`src/rtl/tod_pkg.sv`:
```
`timescale 1ns/1ps
package tod_pkg;
  localparam int ADDR_W   = 3;
  localparam int BYTE_W   = 8;
  localparam int N_FIELDS = 3;   // 0 sec, 1 min, 2 hour
  localparam int NUM_W    = 7;

  localparam logic [ADDR_W-1:0] A_ALM0 = 3'd3;
  localparam logic [ADDR_W-1:0] A_CTRL = 3'd6;

  localparam int CB_SET = 0;
  localparam int CB_H24 = 1;
  localparam int CB_BIN = 2;
  localparam int CB_DSE = 3;

  localparam logic [NUM_W-1:0] SEC_LAST = 7'd59;
  localparam logic [NUM_W-1:0] H24_LAST = 7'd23;

  typedef logic [N_FIELDS-1:0][BYTE_W-1:0] tod_t;

  function automatic logic [NUM_W-1:0] to_num(input logic [BYTE_W-1:0] b, input logic bin);
    logic [NUM_W-1:0] r;
    r = 7'(b[7:4]) * 7'd10 + 7'(b[3:0]);
    return bin ? b[6:0] : r;
  endfunction

  function automatic logic [BYTE_W-1:0] to_byte(input logic [NUM_W-1:0] n, input logic bin);
    logic [NUM_W-1:0] tens, ones;
    tens = n / 7'd10;
    ones = n - tens * 7'd10;
    return bin ? {1'b0, n} : {tens[3:0], ones[3:0]};
  endfunction
endpackage

```
`src/rtl/tod_advance.sv`:
```
`timescale 1ns/1ps
module tod_advance
  import tod_pkg::*;
(
  input  tod_t t_i,
  input  logic bin_i,
  input  logic h24_i,
  input  logic dse_i,
  input  logic spring_i,
  input  logic fall_i,
  input  logic fall_armed_i,
  output tod_t nxt_o,
  output logic fall_used_o
);
  logic [NUM_W-1:0] s, m, h, ns, nm, nh;
  logic pm, npm, at_edge;
  logic [BYTE_W-1:0] hb;

  always_comb begin
    s  = to_num(t_i[0], bin_i);
    m  = to_num(t_i[1], bin_i);
    h  = to_num({1'b0, t_i[2][6:0]}, bin_i);
    pm = ~h24_i & t_i[2][7];
    at_edge = (s == SEC_LAST) && (m == SEC_LAST) && (h == 7'd1) && !pm;
    ns = s; nm = m; nh = h; npm = pm;
    fall_used_o = 1'b0;
    if (dse_i && at_edge && spring_i) begin
      ns = '0; nm = '0; nh = 7'd3;
    end else if (dse_i && at_edge && fall_i && fall_armed_i) begin
      ns = '0; nm = '0; nh = 7'd1;
      fall_used_o = 1'b1;
    end else if (s != SEC_LAST) begin
      ns = s + 7'd1;
    end else begin
      ns = '0;
      if (m != SEC_LAST) begin
        nm = m + 7'd1;
      end else begin
        nm = '0;
        if (h24_i)             nh = (h == H24_LAST) ? '0 : h + 7'd1;
        else if (h == 7'd11) begin nh = 7'd12; npm = ~pm; end
        else if (h == 7'd12)   nh = 7'd1;
        else                   nh = h + 7'd1;
      end
    end
    hb       = to_byte(nh, bin_i);
    nxt_o[0] = to_byte(ns, bin_i);
    nxt_o[1] = to_byte(nm, bin_i);
    nxt_o[2] = {npm & ~h24_i, hb[6:0]};
  end
endmodule

```
`src/rtl/tod_alarm_cmp.sv`:
```
`timescale 1ns/1ps
module tod_alarm_cmp
  import tod_pkg::*;
(
  input  tod_t t_i,
  input  tod_t alm_i,
  output logic match_o
);
  logic [N_FIELDS-1:0] hit;
  for (genvar f = 0; f < N_FIELDS; f++) begin : g_fld
    assign hit[f] = (alm_i[f][7:6] == 2'b11) || (alm_i[f] == t_i[f]);
  end
  assign match_o = &hit;
endmodule

```
`src/rtl/tod_alarm_clock.sv`:
```
`timescale 1ns/1ps
module tod_alarm_clock
  import tod_pkg::*;
(
  input  logic              clk_i,
  input  logic              rst_ni,
  input  logic              tick_i,
  input  logic              spring_fwd_i,
  input  logic              fall_back_i,
  input  logic              wr_en_i,
  input  logic [ADDR_W-1:0] addr_i,
  input  logic [BYTE_W-1:0] wdata_i,
  output logic [BYTE_W-1:0] rdata_o,
  output logic              alarm_o,
  output logic              upd_done_o
);
  tod_t user_q, int_q, alm_q, nxt;
  logic set_q, h24_q, bin_q, dse_q, fall_done_q;
  logic alarm_q, upd_q, match, fall_used;
  logic ctrl_wr, release_set, user_load;

  assign ctrl_wr     = wr_en_i && (addr_i == A_CTRL);
  assign release_set = ctrl_wr && set_q && !wdata_i[CB_SET];
  assign user_load   = tick_i && !set_q;

  tod_advance u_adv (
    .t_i(int_q), .bin_i(bin_q), .h24_i(h24_q), .dse_i(dse_q),
    .spring_i(spring_fwd_i), .fall_i(fall_back_i), .fall_armed_i(!fall_done_q),
    .nxt_o(nxt), .fall_used_o(fall_used)
  );

  tod_alarm_cmp u_cmp (.t_i(nxt), .alm_i(alm_q), .match_o(match));

  for (genvar f = 0; f < N_FIELDS; f++) begin : g_fld
    localparam logic [BYTE_W-1:0] WMASK = (f == 0) ? 8'h7F : 8'hFF;
    logic time_wr, alm_wr;
    assign time_wr = wr_en_i && set_q && (addr_i == ADDR_W'(f));
    assign alm_wr  = wr_en_i && (addr_i == A_ALM0 + ADDR_W'(f));

    always_ff @(posedge clk_i or negedge rst_ni) begin
      if (!rst_ni) begin
        user_q[f] <= '0;
        int_q[f]  <= '0;
        alm_q[f]  <= '0;
      end else begin
        if (time_wr)        user_q[f] <= wdata_i & WMASK;
        else if (user_load) user_q[f] <= nxt[f];
        // release wins over a coincident strobe
        if (release_set)    int_q[f]  <= user_q[f];
        else if (tick_i)    int_q[f]  <= nxt[f];
        if (alm_wr)         alm_q[f]  <= wdata_i;
      end
    end
  end

  always_ff @(posedge clk_i or negedge rst_ni) begin
    if (!rst_ni) begin
      set_q       <= 1'b0;
      h24_q       <= 1'b1;
      bin_q       <= 1'b0;
      dse_q       <= 1'b0;
      fall_done_q <= 1'b0;
      alarm_q     <= 1'b0;
      upd_q       <= 1'b0;
    end else begin
      if (ctrl_wr) begin
        set_q <= wdata_i[CB_SET];
        h24_q <= wdata_i[CB_H24];
        bin_q <= wdata_i[CB_BIN];
        dse_q <= wdata_i[CB_DSE];
      end
      fall_done_q <= fall_back_i &&
                     (fall_done_q || (tick_i && fall_used && !release_set));
      alarm_q <= tick_i && match;
      upd_q   <= user_load;
    end
  end

  always_comb begin
    case (addr_i)
      3'd0, 3'd1, 3'd2: rdata_o = user_q[addr_i[1:0]];
      3'd3, 3'd4, 3'd5: rdata_o = alm_q[addr_i[1:0] - 2'd3];
      A_CTRL:           rdata_o = {4'b0, dse_q, bin_q, h24_q, set_q};
      default:          rdata_o = '0;
    endcase
  end

  assign alarm_o    = alarm_q;
  assign upd_done_o = upd_q;
endmodule

```
`config.mk`:
```
export PLATFORM = sky130hd
export DESIGN_NAME = tod_alarm_clock
export DESIGN_NICKNAME = d
export VERILOG_FILES = /design/src/rtl/tod_pkg.sv /design/src/rtl/tod_advance.sv /design/src/rtl/tod_alarm_cmp.sv /design/src/rtl/tod_alarm_clock.sv
export SDC_FILE = /design/constraint.sdc
export NUM_CORES = 1
export LEC_CHECK = 0
export CORE_MARGIN = 3
export CORE_UTILIZATION = 30
export CTS_CLUSTER_DIAMETER = 100
export DETAILED_ROUTE_END_ITERATION = 16
export DONT_BUFFER_PORTS = 1
export PLACE_DENSITY = 0.52
export SYNTH_ARGS = -nofsm -noshare
export SYNTH_HDL_FRONTEND = slang
export SYNTH_SLANG_ARGS = --single-unit
```
`constraint.sdc`:
```
create_clock -name clk_i -period 9.42 [get_ports clk_i]
set_input_delay 2.826 -clock clk_i [delete_from_list [all_inputs] [get_ports clk_i]]
set_output_delay 2.826 -clock clk_i [all_outputs]
set_load 0.01 [all_outputs]
```
==> reports/metrics.csv, run 1 <==
metric,value,unit
status,completed,
Post-synth EDFFs,0,
unrepaired setup endpoints after global routing,false,
PortBufs,0,
Starting Density,30.6,%
Synth area leaders,"dfrtp_1, mux2_2, ha_1, nand2_1, o21ai_0",
GRT Residual Overflow,0,
Compound-Gate Fraction of Synth Area,26.1,%
TNS Setup,0,ns
TritonCTS clock tree,built,
pre-CTS setup slack,1.58,ns
syn nets,989,
final setup violating endpoints,0,
Worst setup SP type,flip-flop,
via count of the first global-routing pass,6586,
final worst slack,1.61,ns
GP Congestion,0.945,
fin util,32.9,%
DRT Wirelength,24.6,mm
Final period util,82.9,%
Worst-Skew Late Latency,0.34,ns
"Arr. time, crit path",8.06,ns
Fin. Hold Viols,0,
Total Nets Final,961,
WHS Path Cells,1,
Synth Area in Simple Gates,21.4,%
initial DRC count,756,
crit path time final,7.81,ns
max-slew violations,0,
drt wl/cell,19.8,um
fraction of the yosys area taken by sequential cells,25.6,%
cells on worst reg2reg path,30,
post-synth top area cell,dfrtp_1,
hold endpoint,fall_done_q$_DFF_PN0_,
CP Class,flip-flop to flip-flop,
"Cell Area, Synth",7740,um^2
hold_sp,fall_done_q$_DFF_PN0_,
Seq cells post-synth,79,
vias,7169,
Rel. slew slack,34.1,%
Yosys Warn Count,0,
core area,25300,um^2
actual slew at the worst max-slew pin,0.981,ns
Most common cell on crit path,ha_1,
I/O Pins,27,
post-synthesis xor/xnor area fraction,5.43,%
Post-DP HPWL,18.8,mm
reg2reg setup slack,1.61,ns
main combinational cell family by area after synthesis,compound AO/OA/AOI/OAI gates,
Core Rows,58,
layout cells sized above 1,11.0,%
CP top delay family,compound AO/OA/AOI/OAI gates,
area growth from synthesis to layout,7.25,%
Mapped Avg Cell Area,8.31,um^2
Worst Path Required,9.67,ns
setup bufs post-CTS,0,
CTS max path bufs,2,
critical path endpoint category,flip-flop,
"antenna viol nets, final",0,
max cap viols,0,
Root Buffer,clkbuf_16,
TritonCTS Sinks,79,
chip width,167,um
Die ar.,27800,um^2
slowest CP cell,o32ai_2,
Max Clk Rate,128,MHz
Die Height,167,um
Yosys cell types,95,
Post-CTS Resized,0,
Mapped Cells,931,
clock-pin slew on the worst setup and hold paths,0.06,ns
"most common cell after layout, fill and taps aside",nand2_1,
area fraction of the dominant cell type after synthesis,25.2,%
number of fill cells in the layout,2687,
CTS Buf Count,9,
Worst R2R Start,int_q[5]$_DFFE_PN0P_,
skew final,0.00999,ns
Synth Area in Adders,7.54,%
crit path buf inv count,3,
post-synthesis mux area share,9.85,%
drt pass-1 iters,6,
first-pass GRT wire length,38.4,mm
largest net degree at the start of global routing,80,
R2R Path End,alarm_o$_DFF_PN0_,
most frequent cells in the layout,"nand2_1, nor2_1, dfrtp_1",
final hold slack,0.524,ns
CTS Hold Bufs,0,
CP Max Fanout,9,
worst setup path startpoint,int_q[5]$_DFFE_PN0P_,
HP Class,flip-flop to flip-flop,
Inserted Diodes,0,
DRC viols,0,
ys flop type,dfrtp_1,
Post-synth ARST share,100,%
Global Route Usage Sum,17.2,%
Max H-tree Level,3,
initial antenna violation count,0,
vias per cell,5.79,
CP peak stage delay,0.66,ns
-- worst max path at each step --
stage                        end  slack, ns  cells past startpoint
2_1_floorplan  alarm_o$_DFF_PN0_       1.92                     32
3_3_place_gp   alarm_o$_DFF_PN0_       1.58                     24
3_5_place_dp   alarm_o$_DFF_PN0_       1.58                     24
4_1_cts        alarm_o$_DFF_PN0_       1.66                     30
5_1_grt        alarm_o$_DFF_PN0_       0.99                     28
6_report       alarm_o$_DFF_PN0_       1.61                     30
-- layer usage --
layer | GRT usage, % | up-vias | share of wire (%)
li1 | - | 3434 | -
met1 | 25.1 | 3433 | 48
met2 | 26.5 | 262 | 44
met3 | 2.28 | 40 | 5.2
met4 | 5.31 | 0 | 2.7
met5 | 0 | - | 0
-- flip-flops by register name, summed over array words and instances, names as in the netlist --
name	cells
alm_q	24
int_q	24
user_q	24
alarm_o	1
bin_q	1
dse_q	1
fall_done_q	1
h24_q	1
set_q	1
upd_done_o	1
-- worst reg2reg max path, delay by kind of cell, from the launching register on --
kind                       cells  cell delay, ns
and+or+nand+nor                6            1.82
buffers and inverters          3            0.20
xor gates and xnor gates       2            0.39
AOI/OAI and AO/OA             13            3.16
DFF                            1            0.43
adders and majority gates      6            1.72
-- cell usage after synthesis, types with 8 or more instances --
cell      instances
dfrtp_1          78
o221ai_1         10
nand3_1          29
a31oi_1          10
and3_1           10
a211o_1           8
nor4_1            9
nand2_1          83
ha_1             33
nand2b_1         12
or2_2             8
and2_1            9
inv_1            32
mux2_2           40
xnor2_1          25
fa_1              8
nand4_1          12
a21oi_1          54
o21ai_0          62
nor2b_1           8
xor2_1           23
mux2i_1          30
nor2_1           82
nor3_1           25
a22oi_1          26
clkbuf_1         33
o211ai_1         10
o31ai_1           9
-- final cells by class --
| cell class | count | area, um^2 | share of cell area, % |
|---|---|---|---|
| multi-input cells | 772 | 5440 | 65.6 |
| flip-flops and latches | 79 | 1980 | 23.9 |
| well taps | 330 | 413 | 4.98 |
| clock buffers | 9 | 225 | 2.71 |
| inverters | 34 | 128 | 1.54 |
| clock inverters | 7 | 57.6 | 0.694 |
| repair buffers | 7 | 52.6 | 0.633 |
-- cells by family (layout without fill, tap and decap cells) --
kind of cell | Yosys count | after routing
buffers and inverters | 80 | 57
XOR/XNOR | 48 | 48
flip-flops | 79 | 79
AND/OR/NAND/NOR | 325 | 325
AO/OA/AOI/OAI | 286 | 286
adder cells (fa/ha/maj) | 42 | 42
multiplexers | 71 | 71
-- stage by stage --
stage | area (um^2) | std cells
finish | 8300 | 1238
global route | 8300 | 1238
CTS | 8300 | 1238
detailed placement | 8010 | 1222
global placement | 8010 | 1222
floorplan | 7740 | 931
Power of run 1 is left out: the tool's default activity adds up to more than one toggle a clock period on the data nets, which glitch-free logic cannot reach.
==> run 2: changes to the inputs <==
--- a/config.mk
+++ b/config.mk
@@ -10,7 +10,7 @@
 export CTS_CLUSTER_DIAMETER = 100
 export DETAILED_ROUTE_END_ITERATION = 16
 export DONT_BUFFER_PORTS = 1
-export PLACE_DENSITY = 0.52
+export PLACE_DENSITY = 0.53
 export SYNTH_ARGS = -nofsm -noshare
 export SYNTH_HDL_FRONTEND = slang
 export SYNTH_SLANG_ARGS = --single-unit
==> constraint.sdc (replaced) <==
create_clock -name clk_i -period 6.4 [get_ports clk_i]
set_input_delay 1.92 -clock clk_i [delete_from_list [all_inputs] [get_ports clk_i]]
set_output_delay 1.92 -clock clk_i [all_outputs]
set_load 0.01 [all_outputs]
==> run 2 against run 1 <==
Compared with the run above:
- the flow now finishes with violations (setup timing)
- final area increased by 20%
- hold slack got worse by 0.00070 ns
- non-clock buffer count increased by 159
- critical endpoint unchanged
==> reports/metrics.csv, run 2 (synthesis results as in run 1) <==
metric,value,unit
core area,25300,um^2
"most common cell after layout, fill and taps aside",buf_4,
final setup violating endpoints,2,
Die Height,167,um
critical path endpoint category,flip-flop,
CP top delay family,compound AO/OA/AOI/OAI gates,
CP peak stage delay,0.45,ns
max cap viols,0,
slowest CP cell,fa_1,
Core Rows,58,
GP Congestion,0.910,
Root Buffer,clkbuf_16,
TritonCTS Sinks,79,
Inserted Diodes,0,
Die ar.,27800,um^2
PortBufs,0,
CP Max Fanout,6,
largest net degree at the start of global routing,80,
crit path time final,6.60,ns
Most common cell on crit path,buf_4,
CTS Hold Bufs,0,
DRC viols,0,
Starting Density,30.6,%
Worst Path Required,6.63,ns
via count of the first global-routing pass,7454,
CP Class,flip-flop to flip-flop,
Worst-Skew Late Latency,0.34,ns
skew final,0.00712,ns
crit path buf inv count,6,
initial DRC count,520,
Total Nets Final,1120,
Worst setup SP type,flip-flop,
clock-pin slew on the worst setup and hold paths,0.06,ns
Post-DP HPWL,20.1,mm
layout cells sized above 1,29.8,%
final worst slack,-0.204,ns
vias,7685,
Final period util,103,%
drt pass-1 iters,4,
first-pass GRT wire length,41.5,mm
unrepaired setup endpoints after global routing,true,
"antenna viol nets, final",0,
Max H-tree Level,3,
top flop regs,"alm_q: 24 flops, int_q: 24 flops, user_q: 24 flops",
failing checks,setup timing,
actual slew at the worst max-slew pin,1.15,ns
TritonCTS clock tree,built,
area growth from synthesis to layout,28.9,%
CTS Buf Count,9,
vias per cell,5.50,
GRT Residual Overflow,0,
"Arr. time, crit path",6.83,ns
final hold slack,0.523,ns
DRT Wirelength,26.2,mm
max-slew violations,0,
CTS max path bufs,2,
Global Route Usage Sum,18.2,%
I/O Pins,27,
most frequent cells in the layout,"buf_4, nand2_1, nor2_1",
Max Clk Rate,151,MHz
drt wl/cell,18.7,um
Fin. Hold Viols,0,
status,finished with violations,
chip width,167,um
HP Class,flip-flop to flip-flop,
initial antenna violation count,0,
Rel. slew slack,23.1,%
==> run 2: cell count changes in the layout (fill, tap and decap cells not counted), moves of 4 or more <==
cell     previous run  this run
buf_4               7       163
ha_1               33        27
ha_4                0         5
nor3_1             25        21
o21ai_0            62        53
o21ai_1             7        12
==> run 2: repair_timing <==
item                       in CTS  in global routing
resized for setup              31                 36
setup buffers                  21                 15
pin swaps                      31                 34
cloned                          0                  0
setup endpoints to repair       3                  7
==> run 2: worst paths after layout <==
path / start / to / slack (ns) / cells after the start
worst max-delay path: int_q[15]$_DFFE_PN0P_ / alarm_o$_DFF_PN0_ / -0.20 / 32
worst min-delay path: fall_done_q$_DFF_PN0_ / fall_done_q$_DFF_PN0_ / 0.52 / 1
worst max register to register: int_q[15]$_DFFE_PN0P_ / alarm_o$_DFF_PN0_ / -0.20 / 32
worst min register to register: fall_done_q$_DFF_PN0_ / fall_done_q$_DFF_PN0_ / 0.52 / 1
max in group asynchronous: rst_ni / h24_q$_DFFE_PN1P_ / 4.92 / 0
min in group asynchronous: rst_ni / int_q[0]$_DFFE_PN0P_ / 1.27 / 0
==> run 2: stage by stage <==
step	std cells	area, um^2	utilization [%]	setup slack (ns)	setup TNS (ns)
2_1_floorplan	931	7880	-	0.0000542	0
3_3_place_gp	1345	9040	35.8	-0.0824	-0.0824
3_5_place_dp	1345	9040	35.8	-0.213	-0.313
4_1_cts	1382	9700	38.4	0.00751	0
5_1_grt	1397	9970	39.5	-0.525	-1.44
6_report	1397	9970	39.5	-0.204	-0.355
==> run 2: routing by layer <==
metal / global-route usage (%) / vias to the layer above / wire length (um)
met2: 29.3 / 192 / 12000
met5: 0 / - / 0
met4: 5.13 / 0 / 663
met3: 2.11 / 38 / 1040
li1: - / 3763 / -
met1: 26.0 / 3692 / 12400
==> run 2: final cells by class <==
| class | count | area [um^2] |
|---|---|---|
| clock buffer | 9 | 225 |
| clock inverter | 7 | 121 |
| fill | 2579 | 15300 |
| inverter | 34 | 128 |
| multi-input combinational | 772 | 5850 |
| sequential | 79 | 1980 |
| tap | 330 | 413 |
| timing repair buffer | 166 | 1260 |
Power of run 2 is left out for the same reason.
==> run 3: changes to the inputs <==
--- a/config.mk
+++ b/config.mk
@@ -13,4 +13,5 @@
 export PLACE_DENSITY = 0.53
 export SYNTH_ARGS = -nofsm -noshare
 export SYNTH_HDL_FRONTEND = slang
+export SYNTH_HIERARCHICAL = 1
 export SYNTH_SLANG_ARGS = --single-unit
==> run 3 against run 2 <==
Compared with the run above:
- the flow still finishes with violations (setup timing)
- first-iteration DRC count fell by 15%
- count of clock-buffer cells in the layout up 1
- hold slack improved by 0.037 ns
- sequential share of layout area fell by 0.16 points
- cell count decreased by 5.6%
- die area is 1.3% lower
- largest cell class unchanged
==> reports/metrics.csv, run 3 <==
metric,value,unit
crit path buf inv count,3,
Rel. slew slack,38.3,%
Final period util,110,%
CTS Buf Count,9,
hold_sp,user_q[11]$_DFFE_PN0P_,
cells on worst reg2reg path,37,
chip width,165,um
number of fill cells in the layout,2502,
critical path endpoint category,flip-flop,
final setup violating endpoints,5,
Seq cells post-synth,79,
Fin. Hold Viols,0,
core area,24700,um^2
Root Buffer,clkbuf_16,
final worst slack,-0.630,ns
initial DRC count,444,
Worst R2R Start,int_q[13]$_DFFE_PN0P_,
TritonCTS clock tree,built,
max cap viols,0,
Max Clk Rate,142,MHz
PortBufs,0,
initial antenna violation count,0,
failing checks,setup timing,
area of the multi-input gates,5590,um^2
Commonest cells post-synth,"dfrtp_1, mux2_2, mux2i_1, nor2_1, a21oi_1",
CP Max Fanout,5,
ys flop type,dfrtp_1,
clock-pin slew on the worst setup and hold paths,0.06,ns
HP Class,flip-flop to flip-flop,
Post-synth ARST share,100,%
Worst-Skew Late Latency,0.34,ns
drt pass-1 iters,5,
GP Congestion,0.892,
CP Class,flip-flop to flip-flop,
Die ar.,27400,um^2
area fraction of the dominant cell type after synthesis,25.6,%
status,finished with violations,
GRT Residual Overflow,0,
DRC viols,0,
Die Height,165,um
vias per cell,5.15,
Starting Density,30.9,%
pre-CTS setup slack,-0.893,ns
top flop regs,"alm_q: 24 flops, int_q: 24 flops, user_q: 24 flops",
Crit. path cell count,37,
drt wl/cell,18.1,um
layout cells sized above 1,39.3,%
Mapped Cells,802,
syn nets,862,
Inserted Diodes,0,
most frequent cell after synthesis,dfrtp_1,
DRT Wirelength,23.8,mm
max-slew violations,0,
first-pass GRT wire length,37.5,mm
CP peak stage delay,0.46,ns
Reg area,1980,um^2
Yosys cell types,98,
unrepaired setup endpoints after global routing,true,
via count of the first global-routing pass,6734,
crit path time final,7.03,ns
actual slew at the worst max-slew pin,0.924,ns
"antenna viol nets, final",0,
"Arr. time, crit path",7.31,ns
Post-synth EDFFs,0,
Synth area leaders,"dfrtp_1, mux2_2, mux2i_1, ha_1, xor2_1",
most frequent cells in the layout,"buf_4, dfrtp_1, mux2_2",
Yosys Warn Count,6,
"Cell Area, Synth",7630,um^2
CTS max path bufs,2,
Global Route Usage Sum,17.6,%
Max H-tree Level,3,
Worst Path Required,6.68,ns
skew final,0.00779,ns
worst setup path startpoint,int_q[13]$_DFFE_PN0P_,
slowest CP cell,fa_2,
I/O Pins,27,
"most common cell after layout, fill and taps aside",buf_4,
largest net degree at the start of global routing,80,
Worst setup SP type,flip-flop,
CP top delay family,compound AO/OA/AOI/OAI gates,
post-synth top area cell,dfrtp_1,
Total Nets Final,1050,
vias,6790,
WHS Path Cells,2,
fraction of the yosys area taken by sequential cells,25.9,%
Most common cell on crit path,nor3_2,
Mapped Avg Cell Area,9.52,um^2
Post-DP HPWL,18.4,mm
TritonCTS Sinks,79,
Core Rows,57,
area growth from synthesis to layout,31.7,%
final hold slack,0.560,ns
==> run 3: cell types whose count changed in the layout (fill, tap and decap cells not counted), sizes merged, moves of 10 or more <==
cell / change
buf: +43
xnor2: -11
o2bb2ai: +10
a22oi: -22
mux2: +32
nand3: -11
xor2: +16
o21ai: -41
nand2: -46
nor3: -10
mux2i: +26
nor2: -24
==> run 3: cell type report <==
type	count	share of cell area, %
Sequential cell	79	19.7
Tap cell	324	4.03
Clock buffer	10	2.28
Clock inverter	6	0.846
Multi-Input combinational cell	649	55.6
Timing Repair Buffer	209	16.0
Inverter	42	1.57
==> run 3: tightest hold or removal path: stages (launching register included) <==
cell	delay (ns)
dfrtp_1	0.34
mux2i_1	0.07
a21oi_1	0.11
==> run 3: worst paths after layout <==
kind / end / slack [ns]
worst min-delay path: user_q[11]$_DFFE_PN0P_ / 0.56
worst max register to register: alarm_o$_DFF_PN0_ / -0.63
worst max-delay path: alarm_o$_DFF_PN0_ / -0.63
worst min register to register: user_q[11]$_DFFE_PN0P_ / 0.56
max in group asynchronous: h24_q$_DFFE_PN1N_ / 4.96
min in group asynchronous: dse_q$_DFFE_PN0N_ / 1.27
==> run 3: kinds of logic (layout without fill, tap and decap cells) <==
| logic type | count (synthesis) | in the layout | synth area share (%) |
|---|---|---|---|
| buffers and inverters | 74 | 267 | 5.39 |
| AOI/OAI and AO/OA | 202 | 202 | 19.5 |
| xor gates and xnor gates | 53 | 53 | 6.18 |
| and+or+nand+nor | 221 | 221 | 16.6 |
| DFF | 79 | 79 | 25.9 |
| adders and majority gates | 44 | 44 | 7.97 |
| muxes | 129 | 129 | 18.4 |
==> run 3: through the flow <==
stage	area [um^2]	setup TNS (ns)	instances	utilization (%)
detailed placement	9240	-2.75	1275	37.5
global placement	9240	-1.69	1275	37.5
floorplan	7720	-0.991	802	-
global route	10100	-3.74	1319	40.7
CTS	9860	-1.02	1310	40.0
finish	10100	-1.82	1319	40.7
==> run 3: timing repair <==
action / in CTS / in global routing
buffers inserted: 21 / 10
hold buffers: 0 / 0
resized for setup: 29 / 34
endpoints found under the setup margin: 8 / 12
cloned: 0 / 0
pin swaps: 38 / 22
==> run 3: per-layer routing <==
layer / GRT usage, % / wire length [um] / up-vias
met3: 2.32 / 702 / 32
met2: 28.2 / 10900 / 122
li1: - / - / 3351
met5: 0 / 0 / -
met1: 24.8 / 11700 / 3285
met4: 4.95 / 529 / 0
Power of run 3 is left out for the same reason.
